<file path="src/rtl/hitlist_pkg.sv">
package hitlist_pkg;
  // Output word kind, carried in the two top bits of every word.
  typedef enum logic [1:0] {
    W_NONE  = 2'b00,
    W_ADDR  = 2'b01,
    W_TRAIL = 2'b10,
    W_EMPTY = 2'b11
  } wkind_e;
endpackage

</file>
<file path="src/rtl/hit_parser.sv">
module hit_parser
  import hitlist_pkg::*;
#(
  parameter int CHIP_W = 5,
  parameter int CHAN_W = 6,
  parameter int TOT_W  = 8,
  localparam int ADDR_W = CHIP_W + CHAN_W,
  localparam int WORD_W = 2 + TOT_W + ADDR_W
) (
  input  logic              clk,
  input  logic              rst_n,
  input  logic [CHIP_W-1:0] cfg_chips,
  input  logic              trig_valid,
  output logic              trig_ready,
  input  logic              fast_or,
  input  logic              in_valid,
  output logic              in_ready,
  input  logic              in_bit,
  input  logic              fifo_full,
  output logic              wr_en,
  output logic [WORD_W-1:0] wr_data,
  output logic              pkt_done
);
  typedef enum logic [1:0] {P_IDLE, P_FLAG, P_CHAN, P_TRAIL} pst_e;
  localparam logic [CHIP_W-1:0] ONE_C = CHIP_W'(1);
  localparam logic [CHAN_W-1:0] ONE_H = CHAN_W'(1);
  localparam logic [ADDR_W-1:0] ONE_A = ADDR_W'(1);
  localparam logic [TOT_W-1:0]  ONE_T = TOT_W'(1);

  pst_e              st;
  logic [CHIP_W-1:0] chip;
  logic [CHAN_W-1:0] chan;
  logic [ADDR_W-1:0] hits;
  logic [TOT_W-1:0]  tot;
  logic              parsing, take, last_chip;

  assign parsing    = (st == P_FLAG) || (st == P_CHAN);
  assign trig_ready = (st == P_IDLE) && !fifo_full;
  assign in_ready   = parsing && !fifo_full;
  assign take       = in_valid && in_ready;
  assign last_chip  = (chip == cfg_chips - ONE_C);
  assign pkt_done   = (st == P_TRAIL) && !fifo_full;
  assign wr_en      = (st == P_CHAN && take && in_bit) || pkt_done;

  always_comb begin
    if (st == P_TRAIL) wr_data = {W_TRAIL, tot, hits};
    else               wr_data = {W_ADDR, {TOT_W{1'b0}}, chip, chan};
  end

  always_ff @(posedge clk) begin
    if (!rst_n) begin
      st   <= P_IDLE;
      chip <= '0;
      chan <= '0;
      hits <= '0;
      tot  <= '0;
    end else begin
      if (parsing && fast_or && tot != '1) tot <= tot + ONE_T;
      case (st)
        P_IDLE: if (trig_valid && trig_ready) begin
          st   <= P_FLAG;
          chip <= '0;
          hits <= '0;
          tot  <= '0;
        end
        P_FLAG: if (take) begin
          if (in_bit) begin
            st   <= P_CHAN;
            chan <= '0;
          end else if (last_chip) st <= P_TRAIL;
          else chip <= chip + ONE_C;
        end
        P_CHAN: if (take) begin
          chan <= chan + ONE_H;
          if (in_bit) hits <= hits + ONE_A;
          if (chan == '1) begin
            if (last_chip) st <= P_TRAIL;
            else begin
              st   <= P_FLAG;
              chip <= chip + ONE_C;
            end
          end
        end
        default: if (!fifo_full) st <= P_IDLE;
      endcase
    end
  end
endmodule

</file>
<file path="src/rtl/word_fifo.sv">
module word_fifo #(
  parameter int W     = 21,
  parameter int DEPTH = 32,
  localparam int AW   = (DEPTH > 1) ? $clog2(DEPTH) : 1
) (
  input  logic         clk,
  input  logic         rst_n,
  input  logic         push,
  input  logic [W-1:0] wdata,
  input  logic         pop,
  output logic [W-1:0] rdata,
  output logic         full,
  output logic         empty
);
  localparam logic [AW-1:0] LAST_P = AW'(DEPTH - 1);
  localparam logic [AW:0]   FULL_C = (AW + 1)'(DEPTH);

  logic [W-1:0]  mem [DEPTH];
  logic [AW-1:0] rd, wr;
  logic [AW:0]   cnt;
  logic          do_push, do_pop;

  assign full    = (cnt == FULL_C);
  assign empty   = (cnt == '0);
  assign do_push = push && !full;
  assign do_pop  = pop && !empty;
  assign rdata   = mem[rd];

  always_ff @(posedge clk) begin
    if (do_push) mem[wr] <= wdata;
  end

  always_ff @(posedge clk) begin
    if (!rst_n) begin
      rd  <= '0;
      wr  <= '0;
      cnt <= '0;
    end else begin
      if (do_push) wr <= (wr == LAST_P) ? '0 : wr + 1'b1;
      if (do_pop)  rd <= (rd == LAST_P) ? '0 : rd + 1'b1;
      case ({do_push, do_pop})
        2'b10:   cnt <= cnt + 1'b1;
        2'b01:   cnt <= cnt - 1'b1;
        default: cnt <= cnt;
      endcase
    end
  end
endmodule

</file>
<file path="src/rtl/tok_tx.sv">
module tok_tx
  import hitlist_pkg::*;
#(
  parameter int WORD_W = 21
) (
  input  logic              clk,
  input  logic              rst_n,
  input  logic              token_in,
  output logic              token_out,
  input  logic              pkt_avail,
  input  logic [WORD_W-1:0] head,
  input  logic              empty,
  output logic              pop,
  output logic              tx_valid,
  input  logic              tx_ready,
  output logic [WORD_W-1:0] tx_data,
  output logic              tx_last
);
  typedef enum logic [1:0] {T_IDLE, T_DATA, T_EMPTY} tst_e;
  tst_e   st;
  wkind_e kind;
  logic   done;

  assign tx_data  = (st == T_EMPTY) ? {W_EMPTY, {(WORD_W-2){1'b0}}} : head;
  assign tx_valid = (st == T_EMPTY) || (st == T_DATA && !empty);
  assign kind     = wkind_e'(tx_data[WORD_W-1 -: 2]);
  assign tx_last  = tx_valid && (kind == W_TRAIL || kind == W_EMPTY);
  assign pop      = (st == T_DATA) && tx_valid && tx_ready;
  assign done     = tx_valid && tx_ready && tx_last;

  always_ff @(posedge clk) begin
    if (!rst_n) begin
      st        <= T_IDLE;
      token_out <= 1'b0;
    end else begin
      token_out <= 1'b0;
      case (st)
        T_IDLE:  if (token_in) st <= pkt_avail ? T_DATA : T_EMPTY;
        default: if (done) begin
          st        <= T_IDLE;
          token_out <= 1'b1;
        end
      endcase
    end
  end
endmodule

</file>
<file path="src/rtl/hitlist_ctrl.sv">
module hitlist_ctrl
  import hitlist_pkg::*;
#(
  parameter int MAX_CHIPS = 28,
  parameter int CHANS     = 64,
  parameter int TOT_W     = 8,
  parameter int DEPTH     = 32,
  localparam int CHIP_W   = $clog2(MAX_CHIPS),
  localparam int CHAN_W   = $clog2(CHANS),
  localparam int ADDR_W   = CHIP_W + CHAN_W,
  localparam int WORD_W   = 2 + TOT_W + ADDR_W,
  localparam int PC_W     = $clog2(DEPTH + 1)
) (
  input  logic              clk,
  input  logic              rst_n,
  input  logic [CHIP_W-1:0] cfg_chips,
  input  logic              trig_valid,
  output logic              trig_ready,
  input  logic              fast_or,
  input  logic              in_valid,
  output logic              in_ready,
  input  logic              in_bit,
  input  logic              token_in,
  output logic              token_out,
  output logic              tx_valid,
  input  logic              tx_ready,
  output logic [WORD_W-1:0] tx_data,
  output logic              tx_last
);
  logic              fifo_push, fifo_pop, fifo_full, fifo_empty, pkt_done;
  logic [WORD_W-1:0] wr_data, head;
  logic [PC_W-1:0]   pkt_cnt;
  logic              trail_out;

  hit_parser #(.CHIP_W(CHIP_W), .CHAN_W(CHAN_W), .TOT_W(TOT_W)) u_parse (
    .clk, .rst_n, .cfg_chips, .trig_valid, .trig_ready, .fast_or,
    .in_valid, .in_ready, .in_bit, .fifo_full,
    .wr_en(fifo_push), .wr_data, .pkt_done
  );

  word_fifo #(.W(WORD_W), .DEPTH(DEPTH)) u_fifo (
    .clk, .rst_n, .push(fifo_push), .wdata(wr_data), .pop(fifo_pop),
    .rdata(head), .full(fifo_full), .empty(fifo_empty)
  );

  // Complete packets held in the FIFO.
  assign trail_out = fifo_pop && (wkind_e'(head[WORD_W-1 -: 2]) == W_TRAIL);

  always_ff @(posedge clk) begin
    if (!rst_n) pkt_cnt <= '0;
    else if (pkt_done && !trail_out) pkt_cnt <= pkt_cnt + 1'b1;
    else if (!pkt_done && trail_out) pkt_cnt <= pkt_cnt - 1'b1;
  end

  tok_tx #(.WORD_W(WORD_W)) u_tx (
    .clk, .rst_n, .token_in, .token_out, .pkt_avail(pkt_cnt != '0),
    .head, .empty(fifo_empty), .pop(fifo_pop),
    .tx_valid, .tx_ready, .tx_data, .tx_last
  );
endmodule

</file>
<file path="config.mk">
export PLATFORM = sky130hd
export DESIGN_NAME = hitlist_ctrl
export DESIGN_NICKNAME = d
export VERILOG_FILES = /design/src/rtl/hitlist_pkg.sv /design/src/rtl/hit_parser.sv /design/src/rtl/word_fifo.sv /design/src/rtl/tok_tx.sv /design/src/rtl/hitlist_ctrl.sv
export SDC_FILE = /design/constraint.sdc
export NUM_CORES = 1
export LEC_CHECK = 0
export BUFFER_PORTS_ARGS = -buffer_cell sky130_fd_sc_hd__buf_4
export CORE_MARGIN = 2
export CORE_UTILIZATION = 60
export DETAILED_ROUTE_END_ITERATION = 8
export HOLD_SLACK_MARGIN = 0.1
export PLACE_DENSITY = 0.78
export SLEW_MARGIN = 0
export SYNTH_ARGS = -nofsm -noshare
export SYNTH_HDL_FRONTEND = slang
export SYNTH_SLANG_ARGS = --single-unit
</file>
<file path="constraint.sdc">
create_clock -name clk -period 4.8 [get_ports clk]
set_input_delay 0.72 -clock clk [delete_from_list [all_inputs] [get_ports clk]]
set_output_delay 0.72 -clock clk [all_outputs]
set_load 0.05 [all_outputs]
</file>
==> metrics list, run 1 <==
- Of all nets on the critical path, the largest fanout is 51.
- Largest family of logic cells by synthesized area: multiplexers
- Antenna diode count: 0
- Count of flip-flops with a built-in enable after synthesis: 672
* Post-synthesis xor/xnor area fraction: 1.09%
- The worst setup path is launched from a flop.
* Number of nets with antenna violations after routing: 0
- The slowest stage of the critical path is the sky130_fd_sc_hd__buf_4 cell.
* Netlist cell types: 61
- Post-route clock skew: 0.0300 ns
* Horizontal extent of the die: 226 µm
* Maximum resistive drop on vdd: 0.337 mV
- Once placement finished, the instance area stood at 30,800 µm².
* Util after Layout: between 60% and 70%
- Maximum number of pins on one net before global-route repair: 67
* Internal power contribution: between 0.01 and 0.015 W
* Netlist Area Pre-Place: 29,400 µm²
- Vias per Instance: between 6 and 7
- Total Routing Usage GR: 28.2%
- Buf+Inv Stages, Crit Path: 3
- The die is ~230 µm tall.
* Net Sw Power: slightly below 0.003 W
* Area inside the core boundary: approximately 50,000 µm²
- Largest stage delay on the critical path: approximately 0.7 ns
- The H-tree generated during clock tree synthesis spans 3 levels.
- The synthesized netlist devotes 2.27% of its cell area to compound gates.
- For this design, the CTS-stage hold fixing added 0 buffers.
- Final count of pins violating max slew: 0
- The worst register-to-register path has a setup slack of 0.73 ns.
- Critical-path cell list: buf_4 > buf_4 > mux4_2 > mux4_2 > nand3_1 > o21ai_0 > buf_4
* Total wire length after detailed routing: 69,400 µm
- Final hold vios: 0
* Kind of cell adding the most delay to the critical path: buffers and inverters
- CTS tree: done
- Buffers placed on the I/O ports in this run total 38.
- Combinational logic burns 6.7% of the power.
* First-pass GRT wire length: 102,000 µm
* Setup repair after global routing missed its margin: false
- For this configuration, the core starts out at a cell density of about 61%.
- In the synthesized netlist, mux cells make up about 17% of the area.
- Synthesized Nets: 1,550
- Routability congestion estimate from global placement: 0.819
- Commonest non-fill, non-tap cell in the layout: sky130_fd_sc_hd__edfxtp_1
- By instance count, the cell type seen most on the critical path is sky130_fd_sc_hd__buf_4.
- For this run, asynchronously set or reset flops after synthesis account for 0%.
- Of the cells placed in the final design, the portion with a size suffix greater than 1 is between 20% and 30%.
* Num CTS Buffers: 71
- Adding up every negative setup slack in the final design gives 0 ns.
- The number of global-route vias before repair came to 15,500.
- Measured against its own limit, the worst slew margin works out to roughly 19%.
- Slew at the pin closest to its max-slew limit: approximately 1.2 ns
- Portion of total power attributed to sequential cells: 52.7%
- Final period demand of the worst path: 4.42 ns
- Required time at the worst-slack endpoint: 4.08 ns
- The clock passes through at most 3 buffers.
* Final net count: between 1,500 and 2,000
- The number of antenna violations at the first check in global routing came to 1.
* Insertion delay to the later sink of the worst-skew pair: 0.61 ns
* Detailed placer's ending HPWL: roughly 38,000 µm
- The analysis attributes to cell leakage a power of 10.5 nW.
* Max-capacitance violation count: 0
* FP Rows: 81
- Synthesis handed over a netlist of approximately 1,500 instances.
- Iteration-0 DRC count of the detailed router: a little under 2,000
* Post-synthesis average cell area: 19.5 µm²
- Arrival time at the worst endpoint: 3.70 ns
* Root cell of the clock tree: sky130_fd_sc_hd__clkbuf_16
- Growth of design area from synthesis to finish: 12.2%
- Counting flops and latches in the post-synthesis netlist gives ~730.
- The path class of the tightest hold or removal check is flop to flop.
* Clock-pin slew on the worst setup and hold paths: approximately 0.06 ns
- Post-detailed-route wirelength per cell: 30.4 µm
* Sink count of the clock tree: 734
* Remaining global-route overflow: 0
* Pwr/cell area: 403 nW/µm²
- Final Cycle Share: 92.0%
- Summing all non-filler instances in the final layout gives an area of 33,000 µm².
- Area share of fa/ha/maj cells after synthesis: 1.05%
- Leaving out fill and tap cells, the most frequent cells in the layout are sky130_fd_sc_hd__edfxtp_1, sky130_fd_sc_hd__mux4_2, sky130_fd_sc_hd__buf_4.
* Die ar.: 50,900 µm²
* Commonest register cell after synthesis: sky130_fd_sc_hd__edfxtp_1
- Setup violations remaining at the end of the flow were counted as 0.
- Number of remaining DRC errors: 0
- I/O pin count: 39
- Of the total power, the clock network draws 40.6%.
- Summing the areas of all and, or, nand and nor instances in the mapped netlist gives 4.55% of the synthesized area.
- Achievable frequency: 226 MHz
- The filler cells instantiated in the layout total 2,966.
- Resized cells post-CTS: 0
- Post-CTS setup buffers: 0
* Worst setup path category: flop to output port
- For this run, the detailed router's first-pass iteration total came to 5.
* Warnings, synthesis: 0
- For this block, the via count after detailed routing is 15,400.
* Type of element capturing the critical path: output port
- The flow ran to the end, and the final reports show no timing, DRC or antenna violations.
- Of the total power, the share spent switching nets is 22.4%.
* Sequential share of the synthesized area: 72.8%
power by group through the flow:
| stage | Sequential (W) | Combinational (W) | Clock, W |
|---|---|---|---|
| floorplan | 0.00714 | 0.000627 | 0 |
| global placement | 0.00715 | 0.000874 | 0 |
| detailed placement | 0.00715 | 0.000893 | 0 |
| CTS | 0.00701 | 0.000900 | 0.00545 |
| global route | 0.00702 | 0.000968 | 0.00566 |
| finish | 0.00702 | 0.000898 | 0.00540 |
routing by layer:
metal | up-vias | part of all wire, % | GRT usage (%)
met3 | 190 | 9.2 | 5.25
met4 | 0 | 4.2 | 12.7
li1 | 6309 | - | -
met5 | - | 0 | 0
met2 | 895 | 50 | 45.6
met1 | 7958 | 37 | 38.0
worst register-to-register path, stage by stage, from the launching register on:
cell	delay (ns)
sky130_fd_sc_hd__dfxtp_4	0.50
sky130_fd_sc_hd__mux4_2	0.59
sky130_fd_sc_hd__mux2_2	0.29
sky130_fd_sc_hd__o211ai_1	0.20
sky130_fd_sc_hd__o21ai_0	0.22
sky130_fd_sc_hd__or3_1	0.48
sky130_fd_sc_hd__ha_1	0.28
sky130_fd_sc_hd__inv_1	0.19
sky130_fd_sc_hd__ha_1	0.27
sky130_fd_sc_hd__a21o_1	0.17
sky130_fd_sc_hd__a21oi_1	0.25
sky130_fd_sc_hd__o311ai_0	0.19
sky130_fd_sc_hd__xor2_1	0.17
sky130_fd_sc_hd__and2_1	0.17
kinds of logic (layout without fill, tap and decap cells):
| logic type | after synthesis | in the layout |
|---|---|---|
| buffers and inverters | 110 | 255 |
| and+or+nand+nor | 263 | 263 |
| AOI/OAI and AO/OA | 106 | 106 |
| DFF | 734 | 734 |
| muxes | 241 | 241 |
| xor gates and xnor gates | 35 | 35 |
| adders and majority gates | 24 | 24 |
final cells by class:
cell class / instances / area, µm² / share of cell area (%)
clock inverter: 30 / 263 / 0.795
sequential: 734 / 21400 / 64.9
timing repair buffer: 93 / 848 / 2.57
tap: 622 / 778 / 2.36
multi-input combinational: 669 / 7620 / 23.1
clock buffer: 98 / 1960 / 5.94
inverter: 34 / 128 / 0.386
synth_stat cells, types with 3 or more instances:
master / number / area, µm²
sky130_fd_sc_hd__xnor2_1: 13 / 114
sky130_fd_sc_hd__o221ai_1: 3 / 26.3
sky130_fd_sc_hd__nor2_1: 67 / 251
sky130_fd_sc_hd__a31oi_1: 3 / 18.8
sky130_fd_sc_hd__nand4_1: 9 / 56.3
sky130_fd_sc_hd__a21boi_0: 14 / 105
sky130_fd_sc_hd__xor2_1: 21 / 184
sky130_fd_sc_hd__nor2b_1: 14 / 87.6
sky130_fd_sc_hd__mux4_2: 198 / 4460
sky130_fd_sc_hd__clkbuf_1: 23 / 86.3
sky130_fd_sc_hd__a21oi_1: 20 / 100
sky130_fd_sc_hd__buf_1: 13 / 48.8
sky130_fd_sc_hd__and2_1: 21 / 131
sky130_fd_sc_hd__nand3_1: 37 / 185
sky130_fd_sc_hd__nor3b_1: 4 / 30.0
sky130_fd_sc_hd__nand4b_1: 3 / 26.3
sky130_fd_sc_hd__ha_1: 23 / 288
sky130_fd_sc_hd__nor3_1: 6 / 30.0
sky130_fd_sc_hd__or3_1: 6 / 37.5
sky130_fd_sc_hd__nand2b_1: 13 / 81.3
sky130_fd_sc_hd__inv_1: 33 / 124
sky130_fd_sc_hd__nand3b_1: 6 / 45.0
sky130_fd_sc_hd__mux2i_1: 30 / 300
sky130_fd_sc_hd__buf_2: 37 / 185
sky130_fd_sc_hd__dfxtp_1: 62 / 1240
sky130_fd_sc_hd__nand2_1: 55 / 206
sky130_fd_sc_hd__and4_1: 3 / 26.3
sky130_fd_sc_hd__and3_1: 7 / 43.8
sky130_fd_sc_hd__mux2_2: 13 / 146
sky130_fd_sc_hd__a22oi_1: 5 / 37.5
sky130_fd_sc_hd__o21ai_0: 36 / 180
sky130_fd_sc_hd__edfxtp_1: 672 / 20200
registers in the layout (all words and copies together), names as in the netlist, 5 cells and up, named ones only:
| signal | count |
|---|---|
| u_fifo.mem | 672 |
| u_parse.hits | 11 |
| u_parse.tot | 8 |
| pkt_cnt | 6 |
| u_fifo.cnt | 6 |
| u_parse.chan | 6 |
| u_fifo.rd | 5 |
| u_fifo.wr | 5 |
| u_parse.chip | 5 |
final timing paths:
check | start | to | cells past startpoint
setup / recovery | flop | tx_data[1] | 7
hold reg to reg | u_fifo.rd[4]$_SDFFE_PN0P_ | u_fifo.rd[4]$_SDFFE_PN0P_ | 2
hold / removal | u_fifo.rd[4]$_SDFFE_PN0P_ | u_fifo.rd[4]$_SDFFE_PN0P_ | 2
setup reg to reg | flop | pkt_cnt[5]$_SDFFE_PN0P_ | 13
per-stage QoR:
stage / total power [W] / hold slack [ns] / setup slack [ns] / instances
after CTS: 0.0134 / 0.461 / 0.303 / 2280
after global placement: 0.00802 / 0.475 / 0.906 / 2152
after detailed placement: 0.00804 / 0.487 / 0.838 / 2152
after floorplan: 0.00777 / 0.464 / 1.31 / 1513
final: 0.0133 / 0.494 / 0.385 / 2280
after global routing: 0.0136 / 0.482 / 0.239 / 2280
Power figures use the tool's default switching activity.
==> run 2: changes to the inputs <==
--- a/config.mk
+++ b/config.mk
@@ -6,11 +6,13 @@
 export NUM_CORES = 1
 export LEC_CHECK = 0
 export BUFFER_PORTS_ARGS = -buffer_cell sky130_fd_sc_hd__buf_4
+export CELL_PAD_IN_SITES_DETAIL_PLACEMENT = 1
+export CELL_PAD_IN_SITES_GLOBAL_PLACEMENT = 2
 export CORE_MARGIN = 2
-export CORE_UTILIZATION = 60
+export CORE_UTILIZATION = 49
 export DETAILED_ROUTE_END_ITERATION = 8
 export HOLD_SLACK_MARGIN = 0.1
-export PLACE_DENSITY = 0.78
+export PLACE_DENSITY = 0.8
 export SLEW_MARGIN = 0
 export SYNTH_ARGS = -nofsm -noshare
 export SYNTH_HDL_FRONTEND = slang
==> run 2 against run 1 <==
Utilization decreased by 12 points. Worst setup slack improved by 0.28 ns. Register-to-register slack improved by 0.03 ns. Sequential power about the same. Critical path type unchanged. Largest cell class unchanged.
==> metrics list, run 2 (same netlist as run 1, synthesis figures left out) <==
* Result of the run: complete, no violations
- Worst Min Path Start: tx_ready
- Die ar.: between 60,000 and 70,000 µm²
* I/O pin count: 39
- Maximum clock path buffer count: 3
* Depth of the worst register-to-register path: 13
- Final count of negative-setup-slack endpoints: 0
* Total Routing Usage GR: 24.3%
* Portion of total power attributed to sequential cells: 51.8%
- Post-layout instance count excluding filler cells: 2,441
* Remaining global-route overflow: 0
* Iteration-0 DRC count of the detailed router: around 1,400
- Counting tap cells, the placed design contains a total of around 2,300 instances.
- Required time at the worst-slack endpoint: 4.08 ns
- End point of the most critical hold path: u_tx.token_out$_SDFF_PP0_
- Leaving out fill and tap cells, the most frequent cell in the layout is sky130_fd_sc_hd__edfxtp_1.
* Maximum number of pins on one net before global-route repair: approximately 110
- FP Rows: 89
* Highest-count cells in the layout ignoring fill and taps: sky130_fd_sc_hd__edfxtp_1, sky130_fd_sc_hd__mux4_2, sky130_fd_sc_hd__buf_4
- For this configuration, the core starts out at a cell density of just under 50%.
- TritonCTS built the clock tree.
- For the final database, setup skew stands at 0.0213 ns.
- STA puts the critical path data arrival time at 3.42 ns.
- Number of remaining DRC errors: 0
- Most flop-heavy register: u_fifo.mem
* Worst setup slack for register-to-register paths: between 0.7 and 0.8 ns
- After detailed routing, the total wire length is around 74,000 µm.
* Final count of pins violating max slew: 0
* Antenna diode count: 0
* Achievable frequency: approximately 240 MHz
- Of all nets on the critical path, the largest fanout is 70.
- Growth of design area from synthesis to finish: 13.4%
- Num CTS Buffers: 73
- Horizontal extent of the die: 249 µm
* Via count of the first global-routing pass: 16,100
- Across the run, the number of max-cap violations was 0.
- Post-route setup TNS: 0 ns
- Dividing the detail-routed via count by the number of cells gives 6.20.
- Post-CTS setup buffers: 0
- Vias: 15,100
- Htree depth: 3
- Insertion delay to the later sink of the worst-skew pair: around 0.62 ns
- Type of element capturing the critical path: output port
- Final period demand of the worst path: 4.14 ns
- Registers with the most flip-flops: u_fifo.mem: 672 flops, u_parse.hits: 11 flops, u_parse.tot: 8 flops
- Hold_buf cts: 0
- Initial antenna violation count: 1
* Routability congestion estimate from global placement: 0.774
* Setup repair after global routing missed its margin: false
- Before antenna repair, the detailed router went through 5 iterations.
- Detailed placement ended at an HPWL of 44,600 µm.
- First-pass GRT wire length: 109,000 µm
* Internal power contribution: 0.0104 W
- Number of flip-flops in the largest register: 672
* Slew headroom: 11.4%
- Pwr/cell area: approximately 410 nW/µm²
- Clock network fraction of design power: 41.4%
- Slew at the pin closest to its max-slew limit: 1.33 ns
- Filler cell count in the final layout: 5,199
* Number of nets with antenna violations after routing: 0
- The worst register-to-register path ends at pkt_cnt[5]$_SDFFE_PN0P_.
- Fraction of final layout cells sized beyond drive strength 1: ~28%
- Net switching is 22.9% of the power.
- Number of buffer cells added on primary ports: 38
* Hold crit path type: input pin to flop
- Maximum resistive drop on vdd: between 0.2 and 0.25 mV
- The worst path uses between 80% and 90% of the clock period.
- Worst setup path category: flop to output port
* Area inside the core boundary: 59,200 µm²
* CP Launch Type: flop
* WHS Path Cells: 3
- Summed over all nets, the switching power comes to 0.00311 W.
- Counting every sink on the clock net gives 734.
- The die is 249 µm tall.
* Total leakage power: 10.7 nW
- Util after Layout: 56.3%
- Post-detailed-route wirelength per cell: 30.2 µm
- Resized cells post-CTS: 0
* Final hold vios: 0
* Final net count: 1,647
* Root cell of the clock tree: sky130_fd_sc_hd__clkbuf_16
- Fraction of power consumed by combinational cells: under 10%
* Clock-pin slew on the worst setup and hold paths: roughly 0.060 ns
## run 2: changes by cell type in the layout (fill, tap and decap cells not counted), moves of 3 or more
cell,before,now
sky130_fd_sc_hd__clkinv_1,12,15
sky130_fd_sc_hd__clkinv_4,0,3
sky130_fd_sc_hd__clkbuf_8,2,7
sky130_fd_sc_hd__clkbuf_1,22,13
sky130_fd_sc_hd__clkinvlp_4,3,0
sky130_fd_sc_hd__buf_4,81,88
sky130_fd_sc_hd__clkinv_2,9,12
## run 2: metrics by stage
stage / hold WS (ns) / worst slack [ns] / total power, W / instance area [µm²]
finish: 0.378 / 0.664 / 0.0135 / 33400
global route: 0.387 / 0.508 / 0.0140 / 33400
CTS: 0.351 / 0.592 / 0.0136 / 33400
detailed placement: 0.501 / 0.792 / 0.00808 / 31000
global placement: 0.477 / 0.849 / 0.00805 / 31000
floorplan: 0.464 / 1.31 / 0.00777 / 29400
## run 2: metal layers
layer,vias to the layer above,part of all wire [%],global-route usage (%)
met5,-,0.018,0
met4,2,3.1,8.97
met3,115,6.4,4.11
met2,570,50,39.4
met1,8126,41,33.5
li1,6322,-,-
## run 2: cell type report
class	count	area, µm²	share of cell area, %
clock inverters	37	312	0.934
multi-input cells	669	7620	22.8
inverters	34	128	0.382
clock buffers	96	2050	6.13
flip-flops and latches	734	21400	64.2
well taps	773	967	2.90
repair buffers	98	861	2.58
## run 2: worst max-delay path by stage
stage	cells past startpoint	slack, ns	to	from
floorplan	16	1.31	pkt_cnt[5]$_SDFFE_PN0P_	flop
finish	6	0.66	tx_data[13]	flop
detailed placement	15	0.79	pkt_cnt[5]$_SDFFE_PN0P_	flop
global route	6	0.51	tx_data[11]	flop
CTS	6	0.59	tx_data[13]	flop
global placement	15	0.85	pkt_cnt[5]$_SDFFE_PN0P_	flop
## run 2: critical path, cell delays in order, from the launching register on
cell	delay (ns)
sky130_fd_sc_hd__dfxtp_4	0.57
sky130_fd_sc_hd__buf_12	0.48
sky130_fd_sc_hd__mux4_2	0.63
sky130_fd_sc_hd__mux4_2	0.50
sky130_fd_sc_hd__nand3_1	0.15
sky130_fd_sc_hd__o21ai_0	0.14
sky130_fd_sc_hd__buf_4	0.24
## run 2: power by group through the flow
stage | sequential [W] | combinational [W] | clock (W)
finish | 0.00702 | 0.000916 | 0.00561
detailed placement | 0.00716 | 0.000926 | 0
global route | 0.00702 | 0.000993 | 0.00594
floorplan | 0.00714 | 0.000627 | 0
global placement | 0.00715 | 0.000899 | 0
CTS | 0.00702 | 0.000928 | 0.00570
==> run 3: changes to the inputs <==
--- a/config.mk
+++ b/config.mk
@@ -9,10 +9,11 @@
 export CELL_PAD_IN_SITES_DETAIL_PLACEMENT = 1
 export CELL_PAD_IN_SITES_GLOBAL_PLACEMENT = 2
 export CORE_MARGIN = 2
-export CORE_UTILIZATION = 49
+export CORE_UTILIZATION = 30
+export CTS_CLUSTER_SIZE = 14
 export DETAILED_ROUTE_END_ITERATION = 8
 export HOLD_SLACK_MARGIN = 0.1
-export PLACE_DENSITY = 0.8
+export PLACE_DENSITY = 0.54
 export SLEW_MARGIN = 0
 export SYNTH_ARGS = -nofsm -noshare
 export SYNTH_HDL_FRONTEND = slang
==> constraint.sdc (replaced) <==
create_clock -name clk -period 5.3 [get_ports clk]
set_input_delay 0.795 -clock clk [delete_from_list [all_inputs] [get_ports clk]]
set_output_delay 0.795 -clock clk [all_outputs]
set_load 0.05 [all_outputs]
==> run 3 against run 2 <==
Hold slack better by 0.051 ns. Global-route usage is 7.9 points lower. Highest routed layer is now met4. Sequential share of layout area fell by 1.9 points. Via count is 2.2% lower. Largest power group unchanged.
==> metrics list, run 3 (same netlist as run 1, synthesis figures left out) <==
* Most flop-heavy register: u_fifo.mem
* Commonest non-fill, non-tap cell in the layout: sky130_fd_sc_hd__edfxtp_1
* Clock network fraction of design power: 43.7%
- Post-CTS setup buffers: 0
- Num CTS Buffers: 82
* Hold_buf cts: 0
- The number of pins with negative max-slew slack in the final report is 0.
* Horizontal extent of the die: 317 µm
- The top cell types in the final layout, fill and taps aside, are sky130_fd_sc_hd__edfxtp_1, sky130_fd_sc_hd__mux4_2, sky130_fd_sc_hd__clkbuf_16.
- The first routing iteration left ~1,400 violations.
* Vias: 14,800
* Total leakage power: between 10 and 15 nW
* Util after Layout: between 30% and 40%
- The filler cells instantiated in the layout total 9,557.
* Number of buffer cells added on primary ports: 38
* Placement Cell Area: 31,800 µm²
* Required time at the worst-slack endpoint: roughly 4.5 ns
- Relative to the synthesized area, the layout overhead comes to 16.9%.
- The final hold violation count is 0.
* Number of remaining DRC errors: 0
- Hold crit path type: input pin to flop
* Htree depth: 3
- The slowest stage of the critical path is the sky130_fd_sc_hd__dfxtp_4 cell.
- Fraction of power consumed by combinational cells: 6.7%
- Buf+Inv Stages, Crit Path: 3
- Final Cycle Share: 87.3%
* Antenna diode count: 0
- Number of flip-flops in the largest register: 672
* Via count of the first global-routing pass: 15,800
* Post-route setup TNS: 0 ns
- At the pin with the least slew margin, the transition time is between 1 and 1.5 ns.
- Total wire length after detailed routing: 81,400 µm
* I/O pin count: 39
- The critical path crosses 7 cells after its start point.
- WHS Path Cells: 3
* Maximum resistive drop on vdd: 0.240 mV
* Post-detailed-route wirelength per cell: 27.6 µm
- Summing all multi-input logic gate instances after layout gives around 8000 µm².
* Routability congestion estimate from global placement: 0.699
- Register area: 21,400 µm²
* Pwr/cell area: approximately 370 nW/µm²
- Setup repair after global routing left no endpoint under its margin.
* Clock-pin slew on the worst setup and hold paths: 0.06 ns
- CTS tree: done
- Registers with the most flip-flops: u_fifo.mem: 672 flops, u_parse.hits: 11 flops, u_parse.tot: 8 flops
* Initial core utilization: 30.3%
- Largest stage delay on the critical path: 0.68 ns
* Net Sw Power: 0.00296 W
* Sink count of the clock tree: 734
- Gates resized during post-CTS repair numbered 0.
* Slew headroom: 10.6%
* Number of nets with antenna violations after routing: 0
* Finished layout cell area: roughly 34,000 µm²
* Final period demand of the worst path: 4.63 ns
* CP Launch Type: flop
- Max-capacitance violation count: 0
- Area inside the core boundary: around 97,000 µm²
- FP Rows: approximately 110
* Die ar.: 101,000 µm²
- The later pin in the worst-skew pair is clocked with a latency of ~0.62 ns.
- Number of iterations in the first detailed-routing pass: 4
- Global routing used 16.4% of the available tracks across all layers.
- Remaining global-route overflow: 0
* Sw Ratio: a little under a quarter
* First-pass GRT wire length: 117,000 µm
- The post-route netlist has 27.7% of its cells at a drive strength greater than 1.
- Detailed placement finished with a half-perimeter wire length of 46,800 µm.
* Maximum number of pins on one net before global-route repair: 74
- Traced cell by cell, the critical path runs through buf_12 > buf_4 > mux4_2 > mux4_2 > nand3_1 > o21ai_0 > buf_4.
- On the critical path the largest part of the delay comes from buffers and inverters.
* Critical Path Fanout Max: between 70 and 80
* Root cell of the clock tree: sky130_fd_sc_hd__clkbuf_16
- Setup violations remaining at the end of the flow were counted as 0.
- The run finished with clean final reports.
- Final net count: between 1,500 and 2,000
- Portion of total power attributed to sequential cells: 49.5%
* Post-route clock skew: 0.0202 ns
- STA puts the critical path data arrival time at roughly 3.8 ns.
- Vias per Instance: 5.02
- For this run, the top clock speed supported by timing is 216 MHz.
- Overall die height: roughly 320 µm
* Depth of the worst register-to-register path: 13
* Worst setup path category: flop to output port
* Maximum clock path buffer count: 3
* Type of element capturing the critical path: output port
- The number of antenna violations at the first check in global routing was 0.
- Internal power comes to 0.00987 W.
## run 3: cell types whose count changed in the layout (fill, tap and decap cells not counted), sizes merged
| cell | delta |
|---|---|
| buf | -8 |
| bufinv | +5 |
| clkbuf | +11 |
| clkinv | -4 |
| clkinvlp | +2 |
## run 3: power groups by stage
stage	clock, W	sequential (W)	combinational [W]
after floorplan	0	0.00647	0.000567
after global placement	0	0.00648	0.000877
after detailed placement	0	0.00648	0.000886
after CTS	0.00577	0.00636	0.000888
after global routing	0.00601	0.00636	0.000937
final	0.00562	0.00636	0.000864
## run 3: routing by layer
metal / wire length, µm / track usage, % / part of all wire, %
met1: 36500 / 22.7 / 45
met2: 40500 / 27.5 / 50
met3: 3270 / 2.46 / 4.0
met4: 1070 / 3.57 / 1.3
met5: 0 / 0 / 0
## run 3: metrics by stage
stage | total power, W | std cells | setup WS, ns | hold WS (ns)
2_1_floorplan | 0.00704 | 1513 | 1.81 | 0.464
3_3_place_gp | 0.00736 | 2803 | 1.14 | 0.483
6_report | 0.0128 | 2950 | 0.672 | 0.429
3_5_place_dp | 0.00737 | 2803 | 1.19 | 0.497
5_1_grt | 0.0133 | 2950 | 0.486 | 0.402
4_1_cts | 0.0130 | 2950 | 0.574 | 0.385
## run 3: final cells by class
cell class              instances  area share, %
well taps                    1276           4.64
inverters                      34          0.371
clock inverters                40           1.30
clock buffers                 107           6.36
multi-input cells             669           22.6
repair buffers                 90           2.40
flip-flops and latches        734           62.3
## run 3: path summary, 6_finish.rpt
kind | start | to | slack (ns)
max reg2reg | flop | pkt_cnt[5]$_SDFFE_PN0P_ | 1.17
max | flop | tx_data[6] | 0.67
min | tx_ready | u_tx.token_out$_SDFF_PP0_ | 0.43
min reg2reg | u_fifo.rd[4]$_SDFFE_PN0P_ | flop | 0.50
## run 3: tightest hold or removal path, delay by kind of cell
family | cells | cell delay [ns]
AOI/OAI and AO/OA | 1 | 0.04
buffers and inverters | 1 | 0.12
and+or+nand+nor | 1 | 0.05
